`src/rtl/bwx_pkg.sv`:
```
package bwx_pkg;

    typedef enum logic [1:0] {
        XS_IDLE = 2'd0,
        XS_WALK = 2'd1,
        XS_DONE = 2'd2
    } xl_state_e;

    typedef enum logic [1:0] {
        RK_BASE  = 2'd0,
        RK_MASK  = 2'd1,
        RK_TBASE = 2'd2,
        RK_CTRL  = 2'd3
    } reg_kind_e;

    // address bits that take part in the window compare
    localparam logic [63:0] WIN_FIELD  = 64'h0000_0000_FFF0_0000;
    // offset bits always kept in linear mode
    localparam logic [63:0] LIN_LOW    = 64'h0000_0000_000F_FFFF;
    // alignment of the table pointer
    localparam logic [63:0] TBL_ALIGN  = 64'h0000_0000_0000_03FF;
    // page-number bits used to index the table
    localparam logic [63:0] PAGE_SEL   = 64'h0000_0000_000F_E000;
    // byte offset inside a page
    localparam logic [63:0] PAGE_OFS   = 64'h0000_0000_0000_1FFF;
    // control register value after reset
    localparam logic [63:0] CTRL_RST   = 64'h0000_0021_0010_0000;

endpackage

```
`src/rtl/bwx_regs.sv`:
```
module bwx_regs
    import bwx_pkg::*;
#(
    parameter int NUM_WIN = 4,
    parameter int AW      = 64,
    parameter int WIN_W   = $clog2(NUM_WIN),
    parameter int SEL_W   = 2 + WIN_W
) (
    input  logic                         clk,
    input  logic                         rst_n,
    input  logic                         cfg_we,
    input  logic [SEL_W-1:0]             cfg_sel,
    input  logic [AW-1:0]                cfg_wdata,
    output logic [AW-1:0]                cfg_rdata,
    output logic [NUM_WIN-1:0][AW-1:0]   win_base,
    output logic [NUM_WIN-1:0][AW-1:0]   win_mask,
    output logic [NUM_WIN-1:0][AW-1:0]   win_tbase
);

    typedef struct packed {
        logic [NUM_WIN-1:0][AW-1:0] base;
        logic [NUM_WIN-1:0][AW-1:0] mask;
        logic [NUM_WIN-1:0][AW-1:0] tbase;
        logic [AW-1:0]              ctrl;
    } regs_t;

    regs_t     regs_d, regs_q;
    reg_kind_e kind;
    logic [WIN_W-1:0] win;

    assign kind = reg_kind_e'(cfg_sel[SEL_W-1 -: 2]);
    assign win  = cfg_sel[WIN_W-1:0];

    always_comb begin
        regs_d = regs_q;
        if (cfg_we) begin
            case (kind)
                RK_BASE:  regs_d.base[win]  = cfg_wdata;
                RK_MASK:  regs_d.mask[win]  = cfg_wdata;
                RK_TBASE: regs_d.tbase[win] = cfg_wdata;
                default:  regs_d.ctrl       = cfg_wdata;
            endcase
        end
    end

    always_comb begin
        case (kind)
            RK_BASE:  cfg_rdata = regs_q.base[win];
            RK_MASK:  cfg_rdata = regs_q.mask[win];
            RK_TBASE: cfg_rdata = regs_q.tbase[win];
            default:  cfg_rdata = regs_q.ctrl;
        endcase
    end

    always_ff @(posedge clk) begin
        if (!rst_n) begin
            regs_q      <= '0;
            regs_q.ctrl <= AW'(CTRL_RST);
        end else begin
            regs_q      <= regs_d;
        end
    end

    assign win_base  = regs_q.base;
    assign win_mask  = regs_q.mask;
    assign win_tbase = regs_q.tbase;

endmodule

```
`src/rtl/bwx_match.sv`:
```
module bwx_match
    import bwx_pkg::*;
#(
    parameter int NUM_WIN = 4,
    parameter int AW      = 64
) (
    input  logic [AW-1:0]                bus_addr,
    input  logic [NUM_WIN-1:0][AW-1:0]   win_base,
    input  logic [NUM_WIN-1:0][AW-1:0]   win_mask,
    input  logic [NUM_WIN-1:0][AW-1:0]   win_tbase,
    output logic                         hit,
    output logic                         paged,
    output logic [AW-1:0]                lin_addr,
    output logic [AW-1:0]                tbl_addr
);

    localparam logic [AW-1:0] FIELD = AW'(WIN_FIELD);

    logic [NUM_WIN-1:0]          cand_hit;
    logic [NUM_WIN-1:0][AW-1:0]  cand_lin;
    logic [NUM_WIN-1:0][AW-1:0]  cand_tbl;

    for (genvar g = 0; g < NUM_WIN; g++) begin : g_win
        logic [AW-1:0] span;
        logic [AW-1:0] cmp;
        logic [AW-1:0] keep;
        assign span        = win_mask[g] & FIELD;
        assign cmp         = ~win_mask[g] & FIELD;
        assign keep        = span | AW'(LIN_LOW);
        assign cand_hit[g] = win_base[g][0] &&
                             ((bus_addr & cmp) == (win_base[g] & cmp));
        assign cand_lin[g] = (win_tbase[g] & ~keep) | (bus_addr & keep);
        assign cand_tbl[g] = (win_tbase[g] & ~((span >> 10) | AW'(TBL_ALIGN)))
                           | ((bus_addr & (span | AW'(PAGE_SEL))) >> 10);
    end

    // lowest index wins: scan downwards so the last assignment is the lowest hit
    always_comb begin
        hit      = 1'b0;
        paged    = 1'b0;
        lin_addr = bus_addr;
        tbl_addr = '0;
        for (int i = NUM_WIN - 1; i >= 0; i--) begin
            if (cand_hit[i]) begin
                hit      = 1'b1;
                paged    = win_base[i][1];
                lin_addr = cand_lin[i];
                tbl_addr = cand_tbl[i];
            end
        end
    end

endmodule

```
`src/rtl/bwx_walk.sv`:
```
module bwx_walk
    import bwx_pkg::*;
#(
    parameter int AW = 64
) (
    input  logic          clk,
    input  logic          rst_n,
    input  logic          req_valid,
    output logic          req_ready,
    input  logic [AW-1:0] req_addr,
    input  logic          hit,
    input  logic          paged,
    input  logic [AW-1:0] lin_addr,
    input  logic [AW-1:0] tbl_addr,
    output logic          mem_req,
    output logic [AW-1:0] mem_addr,
    input  logic          mem_ack,
    input  logic [AW-1:0] mem_data,
    output logic          resp_valid,
    output logic [AW-1:0] resp_addr
);

    typedef struct packed {
        xl_state_e     state;
        logic [AW-1:0] bus;
        logic [AW-1:0] ptr;
        logic [AW-1:0] result;
    } walk_t;

    walk_t walk_d, walk_q;

    always_comb begin
        walk_d = walk_q;
        case (walk_q.state)
            XS_IDLE: begin
                if (req_valid) begin
                    walk_d.bus = req_addr;
                    if (hit && paged) begin
                        walk_d.ptr   = tbl_addr;
                        walk_d.state = XS_WALK;
                    end else begin
                        walk_d.result = lin_addr;
                        walk_d.state  = XS_DONE;
                    end
                end
            end
            XS_WALK: begin
                if (mem_ack) begin
                    walk_d.result = ((mem_data & ~AW'(1)) << 12)
                                  | (walk_q.bus & AW'(PAGE_OFS));
                    walk_d.state  = XS_DONE;
                end
            end
            default: walk_d.state = XS_IDLE;
        endcase
    end

    always_ff @(posedge clk) begin
        if (!rst_n) begin
            walk_q       <= '0;
            walk_q.state <= XS_IDLE;
        end else begin
            walk_q       <= walk_d;
        end
    end

    assign req_ready  = (walk_q.state == XS_IDLE);
    assign mem_req    = (walk_q.state == XS_WALK);
    assign mem_addr   = walk_q.ptr;
    assign resp_valid = (walk_q.state == XS_DONE);
    assign resp_addr  = walk_q.result;

endmodule

```
`src/rtl/bus_window_xlate.sv`:
```
module bus_window_xlate
    import bwx_pkg::*;
#(
    parameter int NUM_WIN = 4,
    parameter int AW      = 64,
    localparam int WIN_W  = $clog2(NUM_WIN),
    localparam int SEL_W  = 2 + WIN_W
) (
    input  logic             clk,
    input  logic             rst_n,
    input  logic             cfg_we,
    input  logic [SEL_W-1:0] cfg_sel,
    input  logic [AW-1:0]    cfg_wdata,
    output logic [AW-1:0]    cfg_rdata,
    input  logic             req_valid,
    output logic             req_ready,
    input  logic [AW-1:0]    req_addr,
    output logic             resp_valid,
    output logic [AW-1:0]    resp_addr,
    output logic             mem_req,
    output logic [AW-1:0]    mem_addr,
    input  logic             mem_ack,
    input  logic [AW-1:0]    mem_data
);

    logic [NUM_WIN-1:0][AW-1:0] win_base, win_mask, win_tbase;
    logic                       hit, paged;
    logic [AW-1:0]              lin_addr, tbl_addr;

    bwx_regs #(.NUM_WIN(NUM_WIN), .AW(AW), .WIN_W(WIN_W), .SEL_W(SEL_W)) u_regs (
        .clk       (clk),
        .rst_n     (rst_n),
        .cfg_we    (cfg_we),
        .cfg_sel   (cfg_sel),
        .cfg_wdata (cfg_wdata),
        .cfg_rdata (cfg_rdata),
        .win_base  (win_base),
        .win_mask  (win_mask),
        .win_tbase (win_tbase)
    );

    bwx_match #(.NUM_WIN(NUM_WIN), .AW(AW)) u_match (
        .bus_addr  (req_addr),
        .win_base  (win_base),
        .win_mask  (win_mask),
        .win_tbase (win_tbase),
        .hit       (hit),
        .paged     (paged),
        .lin_addr  (lin_addr),
        .tbl_addr  (tbl_addr)
    );

    bwx_walk #(.AW(AW)) u_walk (
        .clk        (clk),
        .rst_n      (rst_n),
        .req_valid  (req_valid),
        .req_ready  (req_ready),
        .req_addr   (req_addr),
        .hit        (hit),
        .paged      (paged),
        .lin_addr   (lin_addr),
        .tbl_addr   (tbl_addr),
        .mem_req    (mem_req),
        .mem_addr   (mem_addr),
        .mem_ack    (mem_ack),
        .mem_data   (mem_data),
        .resp_valid (resp_valid),
        .resp_addr  (resp_addr)
    );

endmodule

```
`config.mk`:
```
export PLATFORM = sky130hd
export DESIGN_NAME = bus_window_xlate
export DESIGN_NICKNAME = d
export VERILOG_FILES = /design/src/rtl/bwx_pkg.sv /design/src/rtl/bwx_regs.sv /design/src/rtl/bwx_match.sv /design/src/rtl/bwx_walk.sv /design/src/rtl/bus_window_xlate.sv
export SDC_FILE = /design/constraint.sdc
export NUM_CORES = 2
export LEC_CHECK = 0
export BUFFER_PORTS_ARGS = -buffer_cell sky130_fd_sc_hd__buf_2
export CAP_MARGIN = 10
export CORE_MARGIN = 1
export CORE_UTILIZATION = 45
export CTS_BUF_LIST = sky130_fd_sc_hd__clkbuf_4
export CTS_CLUSTER_SIZE = 16
export DETAILED_ROUTE_END_ITERATION = 8
export GPL_ROUTABILITY_DRIVEN = 0
export PLACE_DENSITY = 0.64
export SLEW_MARGIN = 20
export SYNTH_ARGS = -nofsm -noshare
export SYNTH_HDL_FRONTEND = slang
export SYNTH_SLANG_ARGS = --single-unit
export TNS_END_PERCENT = 50
```
`constraint.sdc`:
```
create_clock -name clk -period 3.7 [get_ports clk]
set_clock_uncertainty 0.15 [all_clocks]
set_input_delay 0.555 -clock clk [delete_from_list [all_inputs] [get_ports clk]]
set_output_delay 0.555 -clock clk [all_outputs]
set_load 0.01 [all_outputs]
```
* Word-level counts from Yosys, hierarchy flattened
Cells that the tools add are included.
** Word-level totals
- Register bits after elaboration :: 1026
- Bits in latches :: 0
- RAM bits :: 0
- Bits in read-only memories :: 0
- Input bits :: 201
- Output and inout port bits :: 195
- Word-level logic and storage cells :: 130
- Memories kept :: 0
** Cells by class
- Add/sub/neg operators :: 0
- Multipliers :: 0
- Divide/modulo/power cells :: 0
- $lt $le $gt $ge :: 2
- Equality and inequality tests :: 11
- Shift operators :: 0
- Mux-type cells :: 36
- Bitwise gates (word level) :: 46
- Reduce and logical (&&, ||, !) cells :: 18
** Operators by type and width (number)
- $and A64 B32 Y64 :: 16
- $mux W64 :: 15
- $bwmux W256 :: 3
- $and A64 B64 Y64 :: 8
- $bmux W64 S2 :: 3
- $eq A64 B64 Y1 :: 4
- $not A22 Y64 :: 4
- $not A32 Y64 :: 4
- $or A64 B54 Y64 :: 4
- $or A64 B64 Y64 :: 4
- $mux W194 :: 1
- $pmux W64 S3 :: 1
- $demux W64 S2 :: 1
- $not A32 Y32 :: 4
- $pmux W64 S2 :: 1
- $or A64 B13 Y64 :: 1
- $reduce_and A2 Y1 :: 6
- $mux W1 :: 8
- $logic_and A1 B1 Y1 :: 6
- $eq A2 B1 Y1 const B :: 2
- $eq A2 B2 Y1 const B :: 2
- $logic_not A2 Y1 :: 2
- $mux W2 :: 2
- $ne A2 B2 Y1 const B :: 2
- 9 further kinds :: 9

* Longest topological paths before layout
- Depth in word-level cells :: 12
- Mapped depth :: 12
- Gate-level depth less buffers :: 7

* Cells and area by module
From an unflattened synthesis, not the netlist that was laid out.
** Second synthesis, totals
- Cell total of the unflattened synthesis :: 6468
- Area, all modules :: 56639.3 um^2
** Modules (own cells, without submodules)
- bwx_regs :: instances 1, cells each 5087, area each 45278.4 um^2, sequential area each 16656.0 um^2
- bwx_walk :: instances 1, cells each 841, area each 7374.6 um^2, sequential area each 2862.7 um^2
- bwx_match :: instances 1, cells each 540, area each 3986.3 um^2, sequential area each 0.0 um^2

* Least setup slack after synthesis
OpenSTA, ideal clock, no wires.
- Path type :: input to output
- Start point :: input cfg_sel[0]
- End point :: output cfg_rdata[20]
- Arrival time :: 2.649 ns
- Data required time :: 2.995 ns
- Slack :: 0.346 ns
- Stages :: 5
- Buffers on the path :: 3
- Path through :: clkbuf_1 > clkbuf_1 > buf_1 > mux4_2 > mux4_2
** On the way
- Cells in the longest elaborated chain, start to end :: 3
- Elaborated cells on any way between the ends :: 7
- Those cells by class :: mux (7)
** RTL lines
- start, declared :: RTL line bus_window_xlate.sv:12 : input logic [SEL_W-1:0] cfg_sel,
- $bmux W64 S2 (on tied branches) :: RTL line bwx_regs.sv:50, bwx_regs.sv:48, bwx_regs.sv:49
- $mux W64 (on tied branches) :: RTL line bwx_regs.sv:50, bwx_regs.sv:48, bwx_regs.sv:49
- $pmux W64 S3 (*) :: RTL line bwx_regs.sv:47 : case (kind)
- end, declared :: RTL line bus_window_xlate.sv:14 : output logic [AW-1:0] cfg_rdata,
Mark *: on every way between the ends. The rest lies on a longest branch, timed or not. The select of a mux whose other input is x is not followed.

* Final worst setup path
- Start point :: register u_regs.regs_q[471] (netlist: u_regs.win_mask[151])
- End point :: register u_walk.walk_q (netlist bit u_walk.resp_addr[47])
** On the way
- Cells in the longest elaborated chain, start to end :: 10
- Elaborated cells on any way between the ends :: 20
- Those cells by class :: eq/ne (2); mux (12); bitwise (3); reduce/logical (3)
** RTL lines
- start, declared :: RTL line bwx_regs.sv:27 : regs_t regs_d, regs_q;
- start signal, assigned :: RTL line bwx_regs.sv:60 : regs_q <= regs_d;
- $not A32 Y32 (*) :: RTL line bwx_match.sv:28 : assign cmp = ~win_mask[g] & FIELD;
- $and A64 B32 Y64 :: RTL line bwx_match.sv:31 : ((bus_addr & cmp) == (win_base[g] & cmp));
- $eq A64 B64 Y1 (*) :: RTL line bwx_match.sv:31
- $logic_and A1 B1 Y1 (*) :: RTL line bwx_match.sv:30 : assign cand_hit[g] = win_base[g][0] &&
- $mux W64 or $mux W1 (tied branches) (3 in a row) :: RTL line bwx_match.sv:44 : if (cand_hit[i]) begin
- $mux W64 or $logic_and A1 B1 Y1 (tied branches) :: RTL line bwx_walk.sv:38 : if (hit && paged) begin
- $mux W194 or $ne A2 B2 Y1 (tied branches)
- $pmux W64 S2 or $reduce_and A4 Y1 (tied branches)
- end signal, assigned :: RTL line bwx_walk.sv:63 : walk_q <= walk_d;
- end, declared :: RTL line bwx_walk.sv:30 : walk_t walk_d, walk_q;
Marks and branches as above.
A chain may end at the register's enable or synchronous reset.

==> impl_metrics.json <==
{
  "setup_slack_ns": -0.0573,
  "die_h_um": 321,
  "worst-path-max-fanout": 31,
  "grt_max_degree": 103,
  "wire_per_inst_um": 24.1,
  "p_sw_frac": 0.265,
  "htreeDepth": 4,
  "gr-total-overflow": 0,
  "hold_viol_final": 0,
  "finalMaxSlewViolations": 0,
  "io_buffers": 379,
  "stdcell_area_sq_um": 53700,
  "hold_path.class": "in -> reg",
  "ys_seq_area_frac": 0.425,
  "area_growth_pct": 17.4,
  "async_flop_share": 0,
  "status": "finished with violations",
  "p_seq_frac": 0.497,
  "drive_above_1_share": 0.215,
  "tightest_slew_ns": 1.12,
  "synth-seq-cells": 972,
  "worstPathArrival_ns": 4.56,
  "synth_area_leader_cell": "dfxtp_1",
  "initial_core_util": 0.456,
  "whs_ns": 0.117,
  "p_clk_frac": 0.413,
  "core_area_sq_um": 100000,
  "synth_edf_count": 0,
  "synth_cell_types": 72,
  "endpoint_kind": "register",
  "slowest_stage": "dlygate4sd3_1",
  "crit_path_frequent_cell": "a222oi_1",
  "clock_sinks": 972,
  "combPwrFrac": 0.090,
  "fmax_ghz": 0.266,
  "die_w_um": 321,
  "crit_required_ns": 4.50,
  "fin_crit_ns": 3.76,
  "total_power_uw": 21700,
  "slowest_delay_ns": 0.64,
  "fin_crit_sh": 1.02,
  "grt_usage": 0.331,
  "path_clk_slew_ns": 0.06,
  "rsz0062_at_grt": "false",
  "yosys-top-cells-area": "dfxtp_1, nand2_1, mux4_2",
  "drc": 6,
  "synth_ff_type": "dfxtp_1",
  "switchingPower_uw": 5750,
  "avgSynthCellArea_sq_um": 8.51,
  "grt_pass1_wl_um": 260000,
  "drt_iter0_markers": 5544,
  "criticalPathCategory": "reg -> reg",
  "syn_area_sq_um": 45800,
  "root_buffer": "clkbuf_4",
  "failed_checks": "design-rule violations, negative setup slack",
  "ctsLongestPathBuffers": 3,
  "path_cells": "inv_1 > a222oi_1 > nand3_2 > nor2_4 > nor4_4 > buf_12 > a222oi_1 > dlygate4sd3_1 > a311oi_2",
  "viasPerCell": 6.01,
  "first_pass_iters": 8,
  "power.leakage_uw": 0.0187,
  "max-vdd-ir-drop_v": 0.000303,
  "io_pins": 396,
  "insertion_delay_ns": 1.17,
  "slew-limit-headroom": 0.254,
  "drtAntennaViolNets": 0,
  "yosys.area.top_type_share": 0.425,
  "synth.most_common_cell": "nand2_1",
  "cts_tree": "done",
  "synth_common_cells": "nand2_1, dfxtp_1, a21oi_1",
  "place_area_sq_um": 48500,
  "powerDensity_nw_per_um2": 404,
  "worstSetupStartpointType": "register",
  "cts_setup_buffers": 0,
  "hpwl_um": 109000,
  "fin_setup_tns_ns": -0.0573,
  "ys_warn_count": 0,
  "final_nets": 5939,
  "maxCapViolCount": 0,
  "antenna_found_initial": 22,
  "die_area_sq_um": 103000,
  "wirelength_um": 176000,
  "grt_pass1_vias": 41500,
  "finalSetupViolCount": 1,
  "synth_cells": 5375,
  "p_int_uw": 15900,
  "rows": 116,
  "dr_total_vias": 43700,
  "cts_buffers": 241
}
-- state kept, by name (all words and copies together), names as in the netlist --
signal            flops
u_regs.regs_q        64
u_walk.resp_addr     64
u_regs.win_base     256
u_regs.win_tbase    256
u_walk.walk_q        15
u_regs.win_mask     256
u_walk.mem_addr      61
-- cell type report --
| cell class | instances | area (sq um) |
|---|---|---|
| clock inverter | 48 | 264 |
| tap | 1357 | 1700 |
| multi-input combinational | 3737 | 23400 |
| inverter | 15 | 63.8 |
| clock buffer | 361 | 2710 |
| fill | 9244 | 46700 |
| antenna | 13 | 32.5 |
| timing repair buffer | 771 | 6090 |
| sequential | 972 | 19500 |
-- placed cells by master, fill, tap and decap left out, types with 40 or more instances in the layout --
cell | synthesis | final
nand2_1 | 1813 | 1803
dfxtp_1 | 972 | 971
a21oi_1 | 879 | 878
buf_2 | 45 | 375
clkbuf_4 | 0 | 361
mux4_2 | 256 | 256
dlygate4sd3_1 | 0 | 214
buf_4 | 134 | 124
a211oi_1 | 79 | 79
mux2i_1 | 77 | 77
nand3_1 | 60 | 59
buf_12 | 0 | 55
a22oi_1 | 44 | 44
o21ai_0 | 40 | 40
-- worst max-delay path, delay by kind of cell, from the launching register on --
family / cells / cell delay, ns
compound gates: 3 / 1.05
flops: 1 / 0.51
simple gates: 3 / 0.89
buf+inv: 3 / 0.95
-- power groups by stage --
stage | Combinational (uW) | Sequential (uW) | Clock (uW)
floorplan | 1100 | 11000 | 0
global placement | 1710 | 11000 | 0
detailed placement | 1730 | 11000 | 0
CTS | 1920 | 10800 | 9060
global route | 2060 | 10800 | 9610
finish | 1960 | 10800 | 8950
-- timing repair --
action,in CTS,in global routing
hold buffers,214,0
setup endpoints to repair,0,3
endpoints found under the hold margin,932,0
gates resized for setup,0,2
-- stage by stage --
stage / std cells / worst slack (ns) / utilization
finish: 7274 / -0.0573 / 0.535
global route: 7269 / 0.0126 / 0.534
detailed placement: 6638 / 0.0264 / 0.483
CTS: 7261 / 0.0529 / 0.534
floorplan: 5377 / 0.346 / -
global placement: 6638 / 0.0922 / 0.483
-- logic make-up (layout without fill, tap and decap cells) --
family | after synthesis | count (layout) | share of synthesized area
simple gates | 1996 | 1996 | 0.171
other cells | 1 | 16 | 0.0000820
mux | 361 | 361 | 0.150
buf+inv | 668 | 1195 | 0.0692
compound gates | 1329 | 1329 | 0.175
flops | 972 | 972 | 0.425
xor+xnor | 48 | 48 | 0.00935
-- final timing paths --
kind	startpoint	end	slack [ns]	depth (start not counted)
worst max register to register	u_regs.win_mask[151]	u_walk.resp_addr[47]	-0.06	9
worst min register to register	u_regs.win_mask[115]	u_regs.win_mask[115]	0.30	2
worst max-delay path	u_regs.win_mask[151]	u_walk.resp_addr[47]	-0.06	9
worst min-delay path	cfg_sel[3]	u_regs.regs_q[5]	0.12	4
-- layer usage --
| layer | global-route usage | wire (um) | vias up |
|---|---|---|---|
| met5 | 0 | 118 | - |
| met4 | 0.148 | 7210 | 18 |
| met3 | 0.0791 | 20600 | 503 |
| met2 | 0.510 | 78600 | 2720 |
| met1 | 0.441 | 69000 | 21000 |
| li1 | - | - | 19500 |
Power figures use the tool's default switching activity.
